`src/rtl/ep0_rx_pkg.sv`:
```
package ep0_rx_pkg;

    typedef enum logic [1:0] {
        TK_NONE  = 2'd0,
        TK_OUT   = 2'd1,
        TK_IN    = 2'd2,
        TK_SETUP = 2'd3
    } tok_e;

    typedef enum logic [1:0] {
        HS_ACK   = 2'd0,
        HS_NAK   = 2'd1,
        HS_STALL = 2'd2
    } hs_e;

    localparam int CNT_W = 4;

    typedef struct packed {
        logic halt;
        logic ign_in;
        logic ign_setup;
        logic ign_out;
        logic rx_en;
    } cmd_t;

    typedef struct packed {
        logic setup;
        logic toggle;
        logic last;
    } sflags_t;

    typedef struct packed {
        sflags_t           fl;
        logic [CNT_W-1:0]  cnt;
    } stat_t;

    function automatic logic tok_ignored(tok_e k, cmd_t c);
        case (k)
            TK_OUT:   return c.ign_out;
            TK_IN:    return c.ign_in;
            TK_SETUP: return c.ign_setup;
            default:  return 1'b1;
        endcase
    endfunction

    function automatic logic [7:0] stat_byte(stat_t s);
        return {1'b0, s.fl.setup, s.fl.toggle, s.fl.last, s.cnt};
    endfunction

endpackage

```
`src/rtl/ep0_cmd_reg.sv`:
```
module ep0_cmd_reg
    import ep0_rx_pkg::*;
(
    input  logic       clk,
    input  logic       rst,
    input  logic       wr,
    input  logic [7:0] wdata,
    input  logic       rx_en_clr,
    input  logic       busy,
    output cmd_t       cmd,
    output logic       flush_now,
    output logic [7:0] rdata
);
    logic flush_req;

    assign flush_now = flush_req && !busy;
    assign rdata     = {flush_req, 2'b00, cmd.halt, cmd.ign_in,
                        cmd.ign_setup, cmd.ign_out, cmd.rx_en};

    always_ff @(posedge clk) begin
        if (rst) begin
            cmd       <= '0;
            flush_req <= 1'b0;
        end else begin
            if (flush_now)
                flush_req <= 1'b0;
            if (wr) begin
                cmd.rx_en     <= wdata[0];
                cmd.ign_out   <= wdata[1];
                cmd.ign_setup <= wdata[2];
                cmd.ign_in    <= wdata[3];
                cmd.halt      <= wdata[4];
                if (wdata[7])
                    flush_req <= 1'b1;
            end else if (rx_en_clr) begin
                cmd.rx_en <= 1'b0;
            end
        end
    end

    p_rxen_clear_r3: assert property (@(posedge clk) disable iff (rst)
        (rx_en_clr && !wr) |=> !cmd.rx_en);

    p_flush_wait_r12: assert property (@(posedge clk) disable iff (rst)
        (flush_req && busy && !wr) |=> flush_req);

endmodule

```
`src/rtl/ep0_rx_decide.sv`:
```
module ep0_rx_decide
    import ep0_rx_pkg::*;
#(
    parameter int MAX_PKT = 8,
    parameter int LEN_W   = 4
)(
    input  logic             clk,
    input  logic             rst,
    input  logic             tok_valid,
    input  logic [1:0]       tok_kind,
    input  logic             pkt_valid,
    input  logic             pkt_data1,
    input  logic [LEN_W-1:0] pkt_len,
    input  logic             pkt_crc_ok,
    input  cmd_t             cmd,
    input  logic             flush_now,
    output logic             hs_valid,
    output logic [1:0]       hs_kind,
    output logic             in_go,
    output logic             rx_en_clr,
    output logic             busy,
    output logic             upd_valid,
    output logic             upd_zlp,
    output logic             upd_setup,
    output logic             upd_data1,
    output logic [CNT_W-1:0] upd_len
);
    localparam logic [LEN_W-1:0] MAX_LEN = LEN_W'(MAX_PKT);

    tok_e pend_kind;
    logic pend_v;
    logic pend_ign;
    logic chain;

    tok_e tk_in;
    logic active;
    logic len_ok;
    logic d_hs;
    hs_e  d_kind;
    logic d_chain_set;

    assign tk_in  = tok_e'(tok_kind);
    assign busy   = pend_v;
    assign len_ok = (pkt_len <= MAX_LEN);
    assign active = pkt_valid && pend_v && !pend_ign && pkt_crc_ok;

    always_comb begin
        d_hs        = 1'b0;
        d_kind      = HS_ACK;
        d_chain_set = 1'b0;
        upd_valid   = 1'b0;
        rx_en_clr   = 1'b0;
        if (active) begin
            if (pend_kind == TK_SETUP) begin
                if (chain) begin
                    d_hs = 1'b1;
                end else if (len_ok) begin
                    d_hs        = 1'b1;
                    upd_valid   = 1'b1;
                    rx_en_clr   = 1'b1;
                    d_chain_set = 1'b1;
                end
            end else if (pend_kind == TK_OUT) begin
                d_hs = 1'b1;
                if (cmd.halt) begin
                    d_kind    = HS_STALL;
                    rx_en_clr = 1'b1;
                end else if (!cmd.rx_en || !len_ok) begin
                    d_kind = HS_NAK;
                end else begin
                    upd_valid = 1'b1;
                    rx_en_clr = 1'b1;
                end
            end
        end
    end

    assign upd_zlp   = (pkt_len == '0);
    assign upd_setup = (pend_kind == TK_SETUP);
    assign upd_data1 = pkt_data1;
    assign upd_len   = CNT_W'(pkt_len);

    always_ff @(posedge clk) begin
        if (rst) begin
            pend_v    <= 1'b0;
            pend_kind <= TK_NONE;
            pend_ign  <= 1'b0;
            chain     <= 1'b0;
            hs_valid  <= 1'b0;
            hs_kind   <= 2'd0;
            in_go     <= 1'b0;
        end else begin
            hs_valid <= d_hs;
            hs_kind  <= d_kind;
            in_go    <= 1'b0;
            if (pkt_valid)
                pend_v <= 1'b0;
            if (d_chain_set)
                chain <= 1'b1;
            if (tok_valid && tk_in != TK_NONE) begin
                if (tk_in == TK_IN) begin
                    in_go <= !cmd.ign_in;
                    chain <= 1'b0;
                end else begin
                    pend_v    <= 1'b1;
                    pend_kind <= tk_in;
                    pend_ign  <= tok_ignored(tk_in, cmd);
                    if (tk_in == TK_OUT)
                        chain <= 1'b0;
                end
            end
            if (flush_now)
                chain <= 1'b0;
        end
    end

    p_hs_follows_pkt_r2: assert property (@(posedge clk) disable iff (rst)
        hs_valid |-> $past(pkt_valid));

    p_nak_only_out_r4: assert property (@(posedge clk) disable iff (rst)
        (hs_valid && hs_kind == HS_NAK) |-> $past(pend_kind == TK_OUT));

    p_stall_needs_halt_r5: assert property (@(posedge clk) disable iff (rst)
        (hs_valid && hs_kind == HS_STALL) |-> $past(cmd.halt));

    p_no_hs_bad_crc_r7: assert property (@(posedge clk) disable iff (rst)
        (pkt_valid && !pkt_crc_ok) |=> !hs_valid);

    p_dup_no_update_r6: assert property (@(posedge clk) disable iff (rst)
        (pkt_valid && chain && pend_kind == TK_SETUP) |-> !upd_valid);

endmodule

```
`src/rtl/ep0_stat_buf.sv`:
```
module ep0_stat_buf
    import ep0_rx_pkg::*;
(
    input  logic             clk,
    input  logic             rst,
    input  logic             upd_valid,
    input  logic             upd_zlp,
    input  logic             upd_setup,
    input  logic             upd_data1,
    input  logic [CNT_W-1:0] upd_len,
    input  logic             rd,
    input  logic             flush,
    output logic [7:0]       rdata
);
    stat_t m_q, m_d;
    stat_t b_q, b_d;
    logic  m_zlp_q, m_zlp_d;
    logic  b_v_q, b_v_d;

    assign rdata = stat_byte(m_q);

    always_comb begin
        m_d     = m_q;
        b_d     = b_q;
        m_zlp_d = m_zlp_q;
        b_v_d   = b_v_q;
        if (rd) begin
            m_zlp_d = 1'b0;
            if (b_v_q) begin
                m_d   = b_q;
                b_v_d = 1'b0;
            end else begin
                m_d.fl = '0;
            end
        end
        if (upd_valid) begin
            if (upd_zlp) begin
                m_d.cnt     = '0;
                m_d.fl.last = 1'b1;
                m_zlp_d     = 1'b1;
            end else if (upd_setup && m_zlp_q && !rd) begin
                b_d.cnt       = upd_len;
                b_d.fl.last   = 1'b1;
                b_d.fl.toggle = upd_data1;
                b_d.fl.setup  = 1'b1;
                b_v_d         = 1'b1;
            end else begin
                m_d.cnt       = upd_len;
                m_d.fl.last   = 1'b1;
                m_d.fl.toggle = upd_data1;
                m_d.fl.setup  = upd_setup;
                m_zlp_d       = 1'b0;
            end
        end
        if (flush) begin
            m_d     = '0;
            b_d     = '0;
            m_zlp_d = 1'b0;
            b_v_d   = 1'b0;
        end
    end

    always_ff @(posedge clk) begin
        if (rst) begin
            m_q     <= '0;
            b_q     <= '0;
            m_zlp_q <= 1'b0;
            b_v_q   <= 1'b0;
        end else begin
            m_q     <= m_d;
            b_q     <= b_d;
            m_zlp_q <= m_zlp_d;
            b_v_q   <= b_v_d;
        end
    end

    p_second_copy_setup_r10: assert property (@(posedge clk) disable iff (rst)
        (rd && b_v_q && !upd_valid && !flush) |=> rdata[6]);

    p_read_clears_r11: assert property (@(posedge clk) disable iff (rst)
        (rd && !b_v_q && !upd_valid && !flush) |=> (rdata[6:4] == 3'b000));

    p_flush_empties_r12: assert property (@(posedge clk) disable iff (rst)
        flush |=> (rdata == 8'h00 && !b_v_q));

    p_reserved_bit_r2: assert property (@(posedge clk) disable iff (rst)
        !rdata[7]);

endmodule

```
`src/rtl/ep0_rx_ctrl.sv`:
```
module ep0_rx_ctrl
    import ep0_rx_pkg::*;
#(
    parameter int MAX_PKT = 8,
    parameter int LEN_W   = 4
)(
    input  logic             clk,
    input  logic             rst,
    input  logic             tok_valid,
    input  logic [1:0]       tok_kind,
    input  logic             pkt_valid,
    input  logic             pkt_data1,
    input  logic [LEN_W-1:0] pkt_len,
    input  logic             pkt_crc_ok,
    output logic             hs_valid,
    output logic [1:0]       hs_kind,
    output logic             in_go,
    input  logic             cmd_wr,
    input  logic [7:0]       cmd_wdata,
    output logic [7:0]       cmd_rdata,
    input  logic             stat_rd,
    output logic [7:0]       stat_rdata
);
    cmd_t             cmd;
    logic             flush_now;
    logic             rx_en_clr;
    logic             busy;
    logic             upd_valid, upd_zlp, upd_setup, upd_data1;
    logic [CNT_W-1:0] upd_len;

    initial begin
        assert (MAX_PKT < (1 << CNT_W) && MAX_PKT < (1 << LEN_W));
    end

    ep0_cmd_reg u_cmd (
        .clk       (clk),
        .rst       (rst),
        .wr        (cmd_wr),
        .wdata     (cmd_wdata),
        .rx_en_clr (rx_en_clr),
        .busy      (busy),
        .cmd       (cmd),
        .flush_now (flush_now),
        .rdata     (cmd_rdata)
    );

    ep0_rx_decide #(.MAX_PKT(MAX_PKT), .LEN_W(LEN_W)) u_dec (
        .clk        (clk),
        .rst        (rst),
        .tok_valid  (tok_valid),
        .tok_kind   (tok_kind),
        .pkt_valid  (pkt_valid),
        .pkt_data1  (pkt_data1),
        .pkt_len    (pkt_len),
        .pkt_crc_ok (pkt_crc_ok),
        .cmd        (cmd),
        .flush_now  (flush_now),
        .hs_valid   (hs_valid),
        .hs_kind    (hs_kind),
        .in_go      (in_go),
        .rx_en_clr  (rx_en_clr),
        .busy       (busy),
        .upd_valid  (upd_valid),
        .upd_zlp    (upd_zlp),
        .upd_setup  (upd_setup),
        .upd_data1  (upd_data1),
        .upd_len    (upd_len)
    );

    ep0_stat_buf u_stat (
        .clk       (clk),
        .rst       (rst),
        .upd_valid (upd_valid),
        .upd_zlp   (upd_zlp),
        .upd_setup (upd_setup),
        .upd_data1 (upd_data1),
        .upd_len   (upd_len),
        .rd        (stat_rd),
        .flush     (flush_now),
        .rdata     (stat_rdata)
    );

    p_in_grant_r8: assert property (@(posedge clk) disable iff (rst)
        in_go |-> $past(tok_valid && tok_kind == 2'd2 && !cmd_rdata[3]));

endmodule

```
`config.mk`:
```
export PLATFORM = sky130hd
export DESIGN_NAME = ep0_rx_ctrl
export DESIGN_NICKNAME = d
export VERILOG_FILES = /design/src/rtl/ep0_rx_pkg.sv /design/src/rtl/ep0_cmd_reg.sv /design/src/rtl/ep0_rx_decide.sv /design/src/rtl/ep0_stat_buf.sv /design/src/rtl/ep0_rx_ctrl.sv
export SDC_FILE = /design/constraint.sdc
export NUM_CORES = 1
export LEC_CHECK = 0
export BUFFER_PORTS_ARGS = -buffer_cell sky130_fd_sc_hd__buf_2
export CAP_MARGIN = 20
export CELL_PAD_IN_SITES_DETAIL_PLACEMENT = 1
export CELL_PAD_IN_SITES_GLOBAL_PLACEMENT = 2
export CORE_MARGIN = 1.5
export CORE_UTILIZATION = 29
export DETAILED_ROUTE_END_ITERATION = 16
export MAX_ROUTING_LAYER = met4
export PLACE_DENSITY = 0.81
export SLEW_MARGIN = 5
export SYNTH_ARGS = -nofsm -noshare
export SYNTH_HDL_FRONTEND = slang
export SYNTH_SLANG_ARGS = --single-unit
```
`constraint.sdc`:
```
create_clock -name clk -period 2 [get_ports clk]
set_input_delay 0.6 -clock clk [delete_from_list [all_inputs] [get_ports clk]]
set_output_delay 0.6 -clock clk [all_outputs]
set_load 0.1 [all_outputs]
```
* Word level (Yosys, flattened, before mapping) *
Index checks and enable logic that the tools add are counted.
Widths: inputs -> output; s select.

cells by class
  shift-type cells = 0
  muxes and demuxes = 46
  divide/modulo/power cells = 0
  order comparisons = 1
  bitwise gates (word level) = 5
  eq/ne operators = 5
  add/sub/neg operators = 0
  $mul = 0
  reduce and logical (&&, ||, !) cells = 24

operators with widths
  kind                number
  $mux 1              37
  $mux 7              3
  $logic_and 1x1->1   7
  $eq 2x2->1 const B  3
  $logic_not 1->1     6
  $mux 5              1
  $not 1->1           5
  $reduce_or 5->1     1
  $eq 2x1->1 const B  2
  $le 4x4->1 const B  1
  $logic_not 4->1     1
  $mux 2              2
  $mux 4              1
  $reduce_bool 2->1   2
  $reduce_or 2->1     2
  $reduce_or 4->1     1
  $mux 3              1
  $reduce_and 3->1    1
  $reduce_or 3->1     1
  $pmux 1 s2          1
  $reduce_and 2->1    1
  $logic_or 1x1->1    1

word-level totals
  memory bits (writable) = 0
  memories = 0
  output and inout port bits = 20
  bits in read-only memories = 0
  bits in latches = 0
  bits in registers = 30
  input port bits = 22
  logic and storage cells = 104

* Longest topological paths before layout *
Gate-level depths: netlist (run 1).

  word-level depth = 10
  mapped depth = 5
  gate-level depth less buffers = 4

* Hierarchy *
Synthesis (run 1) repeated with hierarchy kept, for this count alone.

unflattened totals
  cell total of the unflattened synthesis = 165
  area, all modules = 1487.7 um^2

modules (own cells, without submodules)
  module         seq. area each (um^2)  cells each  times used  area each (um^2)
  ep0_stat_buf   300.3                  86          1           729.4
  ep0_rx_decide  180.2                  49          1           473.0
  ep0_cmd_reg    120.1                  30          1           285.3

* Worst setup path before layout (run 1) *
OpenSTA, ideal clock, no wires.

  path kind = flip-flop to flip-flop
  start = register u_cmd.cmd[0] (netlist name)
  end = register u_stat.b_q[0] in the netlist's numbering
  arrival time = 2043 ps
  buffers on the path = 0
  required time = 1928 ps
  cell stages (with the launch flop) = 5
  setup time = 72 ps
  slack = -115 ps
  clock period less this slack = 2115 ps
  path through = dfxtp_1 -> nor3b_2 -> o211ai_2 -> nor3_4 -> mux2i_1

on the way
  longest elaborated chain between the ends = 8

ends and longest elaborated chain
  what                        line                 source
  $logic_not 1->1             ep0_rx_decide.sv:68  end else if (!cmd.rx_en || !len_ok) begin
  $logic_or 1x1->1            ep0_rx_decide.sv:68
  $mux 1                      ep0_rx_decide.sv:68
  $mux 1                      ep0_rx_decide.sv:65  if (cmd.halt) begin
  $mux 1                      ep0_rx_decide.sv:63  end else if (pend_kind == TK_OUT) begin
  $mux 1                      ep0_rx_decide.sv:54  if (pend_kind == TK_SETUP) begin
  $mux 1                      ep0_rx_decide.sv:53  if (active) begin
  $reduce_and 3->1 (no line)  --
  end signal: assignment      ep0_stat_buf.sv:66   b_q <= '0;
  end signal: assignment      ep0_stat_buf.sv:71   b_q <= b_d;
  end: declaration            ep0_stat_buf.sv:16   stat_t b_q, b_d;

Every way passes these cells.
A chain may end at the register's enable or synchronous reset.

* Worst setup path in the final report (run 1) *
  start = register u_cmd.cmd[4] (netlist name)
  end = output cmd_rdata[4]

RTL lines
  what              line               source
  end: declaration  ep0_rx_ctrl.sv:20  output logic [7:0] cmd_rdata,

No word-level cell between the ends.

==> flow_metrics.py, run 1 <==
metrics = {
    "routing": {
        "wl_um": 3590,
        "wl_per_cell_um": 14.5,
        "vias": 1249,
        "ant_nets": 0,
        "drtIter0Drc": 48,
        "viasPerCell": 5.04,
        "drc": 0,
        "firstDrtPassIters": 4,
    },
    "sta": {
        "slew_violations": 0,
        "fin_crit_sh_pct": 87.4,
        "hold_viol_final": 0,
        "finalSetupViolations": 0,
        "fin_hold_ws_ns": 0.452,
        "timing.fmax_mhz": 572,
        "finClkSkew_ns": 0.00491,
        "rsz0062_at_grt": "false",
        "setup_slack_ns": 0.252,
        "finalCriticalPeriod_ns": 1.75,
        "fin_tns_setup_ns": 0,
    },
    "clock_tree": {
        "cts.sinks": 30,
        "cts_made_buffers": 5,
        "cts_root_buffer": "clkbuf_8",
        "post_cts_buffers": 0,
        "post_cts_resized": 0,
        "clk_latency_ns": 0.28,
        "cts_buffer_depth": 2,
        "cts_htree_levels": 2,
        "postCtsHoldBufs": 0,
        "cts_tree": "built",
        "cts.clk_slew.worst_paths_ns": 0.06,
    },
    "grt": {
        "grt_max_degree": 16,
        "grt_usage_pct": 15.7,
        "gr-total-overflow": 0,
        "grt_first_pass_wirelength_um": 6180,
        "grt_pass1_vias": 1275,
        "antenna_found_initial": 0,
    },
    "power": {
        "peakVddDrop_mv": 0.449,
        "p_leak_uw": 0.000777,
        "p_per_area_nw_per_um2": 746,
    },
    "placed_design": {
        "gp_congestion": 0.779,
        "port_buffers": 36,
        "dpl_cell_area_um2": 1630,
        "dpl.hpwl_um": 2790,
        "pre_cts_ws_ns": 0.0336,
    },
    "setup_path": {
        "crit_chain": "buf_2",
        "arrival_ns": 1.15,
        "worst_setup_path_end_kind": "output pin",
        "max_stage_delay_ns": 0.46,
        "setup.worst_path.start_class": "flip-flop",
        "path_max_fanout": 5,
        "slowest_stage": "buf_2",
        "crit_buf_inv": 1,
        "cp_top_family": "buffers and inverters",
        "required_ns": 1.40,
        "worstSetupPathType": "flip-flop to output pin",
    },
    "yosys": {
        "synth.distinct_cells": 46,
        "postSynthAreaPerCell_um2": 9.14,
        "synthesis.area_um2": 1380,
        "synth_edf_count": 0,
        "synthFlopType": "dfxtp_1",
        "async_reset_ff_share_pct": 0,
        "synth-seq-cells": 30,
        "synth_seq_area_share_pct": 43.5,
        "netlist_instances": 151,
        "yosys_warnings": 0,
    },
    "die": {
        "core-area_um2": 4470,
        "start_util_pct": 30.8,
        "die_y_um": 72.0,
        "die_area_um2": 5180,
        "dieWidth_um": 72.0,
        "ioPinCount": 42,
        "rows": 24,
    },
    "outcome": {
        "status": "completed",
    },
    "cells_and_area": {
        "final_net_count": 218,
        "fillers": 556,
        "fin_area_um2": 1710,
        "syn2layout_area_growth_pct": 23.8,
        "final_common_cell": "buf_2",
        "final_core_util_pct": 38.2,
        "diodes": 0,
        "final_cell_mix": "buf_2 (36), dfxtp_1 (29), nand2_1 (19), mux2i_1 (13), nor2_1 (11)",
        "drive_gt1_share_pct": 29.6,
    },
    "hold_path": {
        "hold_class": "flip-flop to flip-flop",
    },
    "run": {
        "maxCapViolCount": 0,
    },
}
==> cells in the mapped netlist, types with 2 or more instances <==
library cell	count	share of area, %
dfxtp_1	30	44
nand2_1	19	5.2
mux2i_1	13	9.4
nor2_1	11	3.0
a21oi_1	9	3.3
inv_1	7	1.9
buf_4	4	2.2
nand3_1	4	1.5
o21ai_0	4	1.5
a211oi_1	3	1.6
a31oi_1	3	1.4
o22ai_1	3	1.4
a21o_1	2	1.1
clkbuf_1	2	0.54
nand4_1	2	0.91
nor2b_1	2	0.91
nor3_1	2	0.73
nor4_1	2	0.91
o21a_1	2	1.1
==> layer usage <==
| metal | vias up | global-route usage, % | part of all wire, % | wire length [µm] |
|---|---|---|---|---|
| li1 | 622 | - | - | - |
| met1 | 588 | 18.7 | 44 | 1580 |
| met2 | 33 | 25.8 | 50 | 1810 |
| met3 | 6 | 5.00 | 4.9 | 175 |
| met4 | 0 | 3.77 | 0.67 | 24 |
| met5 | - | - | 0 | 0 |
==> registers in the layout, indices dropped and copies added, names as in the netlist <==
signal           count
u_stat.rdata         7
u_stat.b_q           6
u_cmd.cmd            5
u_dec.hs_kind        2
u_dec.pend_kind      2
u_cmd.flush_req      1
u_dec.busy           1
u_dec.chain          1
u_dec.hs_valid       1
u_dec.in_go          1
u_dec.pend_ign       1
u_stat.b_v_q         1
u_stat.m_zlp_q       1
==> logic make-up (layout without fill, tap and decap cells) <==
logic type | after synthesis | in the layout | share of synthesized area, %
XOR/XNOR | 1 | 1 | 0.635
flip-flops | 30 | 30 | 43.5
multiplexers | 14 | 14 | 10.2
AND/OR/NAND/NOR | 53 | 53 | 20.6
other | 1 | 3 | 0.272
adder cells (fa/ha/maj) | 1 | 1 | 0.725
AO/OA/AOI/OAI | 36 | 36 | 17.6
buffers and inverters | 15 | 58 | 6.44
==> layout make-up <==
type,count,area [µm²],share of cell area (%)
repair buffers,44,240,14.1
multi-input cells,108,698,40.9
flip-flops and latches,30,602,35.2
clock buffers,7,76.3,4.47
well taps,52,65.1,3.81
inverters,7,26.3,1.54
==> per-stage QoR <==
step,total power (µW),cells
after CTS,1300,248
after global routing,1340,248
after floorplan,780,153
after detailed placement,834,241
after global placement,827,241
final,1270,248
==> power breakdown <==
group / internal, µW / switching (µW) / total, µW
clock network: 239 / 215 / 454
registers: 610 / 13.1 / 623
logic: 53.3 / 144 / 197
==> final timing paths <==
path                                          from              end  slack (ns)  cells after the start
worst max-delay path                  u_cmd.cmd[4]     cmd_rdata[4]        0.25                      1
worst max register to register  u_dec.pend_kind[1]  u_stat.rdata[2]        0.33                      4
worst min-delay path                  u_cmd.cmd[3]      u_dec.in_go        0.45                      1
worst min register to register        u_cmd.cmd[3]      u_dec.in_go        0.45                      1
No activity file was read; power rests on OpenSTA's default activity.
==> run 2, diff against run 1 <==
--- a/config.mk
+++ b/config.mk
@@ -5,15 +5,16 @@
 export SDC_FILE = /design/constraint.sdc
 export NUM_CORES = 1
 export LEC_CHECK = 0
+export ABC_AREA = 1
 export BUFFER_PORTS_ARGS = -buffer_cell sky130_fd_sc_hd__buf_2
 export CAP_MARGIN = 20
 export CELL_PAD_IN_SITES_DETAIL_PLACEMENT = 1
 export CELL_PAD_IN_SITES_GLOBAL_PLACEMENT = 2
 export CORE_MARGIN = 1.5
-export CORE_UTILIZATION = 29
+export CORE_UTILIZATION = 27
 export DETAILED_ROUTE_END_ITERATION = 16
 export MAX_ROUTING_LAYER = met4
-export PLACE_DENSITY = 0.81
+export PLACE_DENSITY = 0.82
 export SLEW_MARGIN = 5
 export SYNTH_ARGS = -nofsm -noshare
 export SYNTH_HDL_FRONTEND = slang
==> run 2 against run 1 <==
Net effect:
- power increased by 12%
- routed wire length grew 13%
- clock skew shrank 0.00096 ns
- combinational power grew 2%
- clock power is 33% higher
- maximum frequency increased by 0.56%
- synthesized area is 5.6% higher
- global-route usage is 0.20 points higher
- worst setup slack improved by 0.0098 ns
- sequential power down 0.6%
==> flow_metrics.py, run 2 <==
metrics = {
    "outcome": {
        "status": "completed",
    },
    "routing": {
        "firstDrtPassIters": 2,
        "drtIter0Drc": 64,
        "drc": 0,
        "ant_nets": 0,
        "wl_um": 4060,
        "viasPerCell": 4.54,
        "wl_per_cell_um": 12.4,
        "vias": 1489,
    },
    "sta": {
        "hold_viol_final": 0,
        "finalSetupViolations": 0,
        "fin_hold_ws_ns": 0.462,
        "slew_violations": 0,
        "fin_crit_sh_pct": 86.9,
        "timing.fmax_mhz": 575,
        "finalCriticalPeriod_ns": 1.74,
        "rsz0062_at_grt": "false",
        "finClkSkew_ns": 0.00394,
        "fin_tns_setup_ns": 0,
    },
    "yosys": {
        "netlist_instances": 210,
        "synth_most_common_cell": "nand2_1",
        "synth.distinct_cells": 27,
        "synthesis.area_um2": 1460,
        "synth-seq-cells": 30,
        "synth_mux_area_share_pct": 0,
        "synth_edf_count": 0,
        "synth_top_area_share_pct": 41.2,
        "postSynthAreaPerCell_um2": 6.94,
        "yosys_warnings": 0,
        "synth_top_cell_by_area": "dfxtp_1",
        "synth_xor_xnor_area_share_pct": 0,
        "ys_top_cells_by_area": "dfxtp_1 (41%), nand2_1 (15%), a21oi_1 (6.9%)",
        "synthFlopType": "dfxtp_1",
        "synthSimpleGateAreaFrac_pct": 34.5,
        "yosys-top-cells-count": "nand2_1 (57), dfxtp_1 (30), nor2_1 (26), inv_1 (21), a21oi_1 (20)",
        "synth_compound_area_share_pct": 14.3,
        "async_reset_ff_share_pct": 0,
        "synth_top_family_by_area": "simple AND/OR/NAND/NOR gates",
        "synth_fa_ha_area_share_pct": 0,
        "synth_seq_area_share_pct": 41.2,
    },
    "grt": {
        "gr-total-overflow": 0,
        "grt_max_degree": 13,
        "antenna_found_initial": 0,
        "grt_pass1_vias": 1511,
        "grt_usage_pct": 15.9,
        "grt_first_pass_wirelength_um": 7150,
    },
    "cells_and_area": {
        "final_common_cell": "nand2_1",
        "final_cell_mix": "nand2_1 (57), buf_2 (36), dfxtp_1 (30), nor2_1 (26), inv_1 (21)",
        "diodes": 0,
        "stdcell_count": 328,
        "syn2layout_area_growth_pct": 27.6,
        "largest_reg_flops": 7,
        "drive_gt1_share_pct": 27.5,
        "final_net_count": 279,
    },
    "setup_path": {
        "setup.worst_path.start_class": "flip-flop",
        "path_max_fanout": 3,
        "arrival_ns": 1.14,
        "cp_top_family": "buffers and inverters",
        "crit_chain": "buf_2",
        "max_stage_delay_ns": 0.46,
        "crit_buf_inv": 1,
        "slowest_stage": "buf_2",
        "required_ns": 1.40,
        "worst_setup_path_end_kind": "output pin",
        "worstSetupPathType": "flip-flop to output pin",
    },
    "clock_tree": {
        "postCtsHoldBufs": 0,
        "post_cts_resized": 0,
        "cts.sinks": 30,
        "cts_htree_levels": 2,
        "cts_tree": "built",
        "cts_made_buffers": 5,
        "cts_root_buffer": "clkbuf_8",
        "post_cts_buffers": 0,
        "cts.clk_slew.worst_paths_ns": 0.07,
        "clk_latency_ns": 0.28,
        "cts_buffer_depth": 2,
    },
    "power": {
        "power_uw": 1430,
        "p_per_area_nw_per_um2": 767,
        "peakVddDrop_mv": 0.318,
        "switching_power_uw": 403,
        "p_clk_share_pct": 42.5,
        "internal-power_uw": 1020,
        "pwr-share-seq_pct": 43.4,
        "power_frac_comb_pct": 14.1,
        "p_leak_uw": 0.000899,
        "swShare_pct": 28.3,
    },
    "die": {
        "start_util_pct": 28.4,
        "die_area_um2": 5850,
        "rows": 26,
        "ioPinCount": 42,
        "die_y_um": 76.5,
        "dieWidth_um": 76.5,
        "core-area_um2": 5140,
    },
    "placed_design": {
        "gp_congestion": 0.771,
        "dpl.hpwl_um": 3080,
        "placed_cells": 320,
        "port_buffers": 36,
    },
    "run": {
        "maxCapViolCount": 0,
    },
    "hold_path": {
        "hold_class": "flip-flop to flip-flop",
    },
}
run 2: changes by cell type in the layout (fill, tap and decap cells not counted), sizes merged, moves of 6 or more:
cell | previous run | this run
nand2 | 19 | 65
nor2 | 11 | 30
inv | 7 | 24
mux2i | 13 | 0
a21oi | 9 | 20
o21ai | 5 | 14
nand3 | 4 | 10
run 2: final timing paths:
kind | startpoint | endpoint | slack [ns] | depth (start not counted)
worst max-delay path | u_cmd.cmd[0] | cmd_rdata[0] | 0.26 | 1
worst max register to register | u_dec.pend_kind[1] | u_stat.b_q[3] | 0.48 | 7
worst min-delay path | u_cmd.cmd[3] | u_dec.in_go | 0.46 | 1
worst min register to register | u_cmd.cmd[3] | u_dec.in_go | 0.46 | 1
run 2: area by class of cell:
| cell class | instances | area, µm² |
|---|---|---|
| well taps | 70 | 87.6 |
| clock inverters | 3 | 40.0 |
| fillers | 689 | 3280 |
| flip-flops and latches | 30 | 601 |
| clock buffers | 5 | 68.8 |
| inverters | 24 | 92.6 |
| repair buffers | 45 | 248 |
| multi-input cells | 151 | 723 |
run 2: power groups by stage:
stage          registers [µW]  logic, µW  clock network [µW]
6_report                  619        201                 606
5_1_grt                   621        218                 654
4_1_cts                   619        203                 629
3_5_place_dp              633        202                   0
3_3_place_gp              632        200                   0
2_1_floorplan             684       95.2                   0
run 2: kinds of logic (layout without fill, tap and decap cells):
| kind of cell | count (synthesis) | in the layout |
|---|---|---|
| AND/OR/NAND/NOR | 110 | 110 |
| AO/OA/AOI/OAI | 38 | 38 |
| buffers and inverters | 31 | 77 |
| flip-flops | 30 | 30 |
| other | 1 | 3 |
run 2: layer usage:
| layer | part of all wire (%) | up-vias | GRT usage (%) |
|---|---|---|---|
| met2 | 48 | 32 | 25.9 |
| met5 | 0 | - | - |
| met3 | 4.0 | 6 | 3.59 |
| li1 | - | 755 | - |
| met1 | 47 | 696 | 19.3 |
| met4 | 1.4 | 0 | 5.56 |
run 2: stage by stage:
| step | utilization, % | setup WS (ns) | cell area [µm²] |
|---|---|---|---|
| final | 36.2 | 0.262 | 1860 |
| after floorplan | - | 0.173 | 1470 |
| after global routing | 36.2 | 0.219 | 1860 |
| after global placement | 34.1 | 0.173 | 1750 |
| after detailed placement | 34.1 | 0.126 | 1750 |
| after CTS | 36.2 | 0.242 | 1860 |
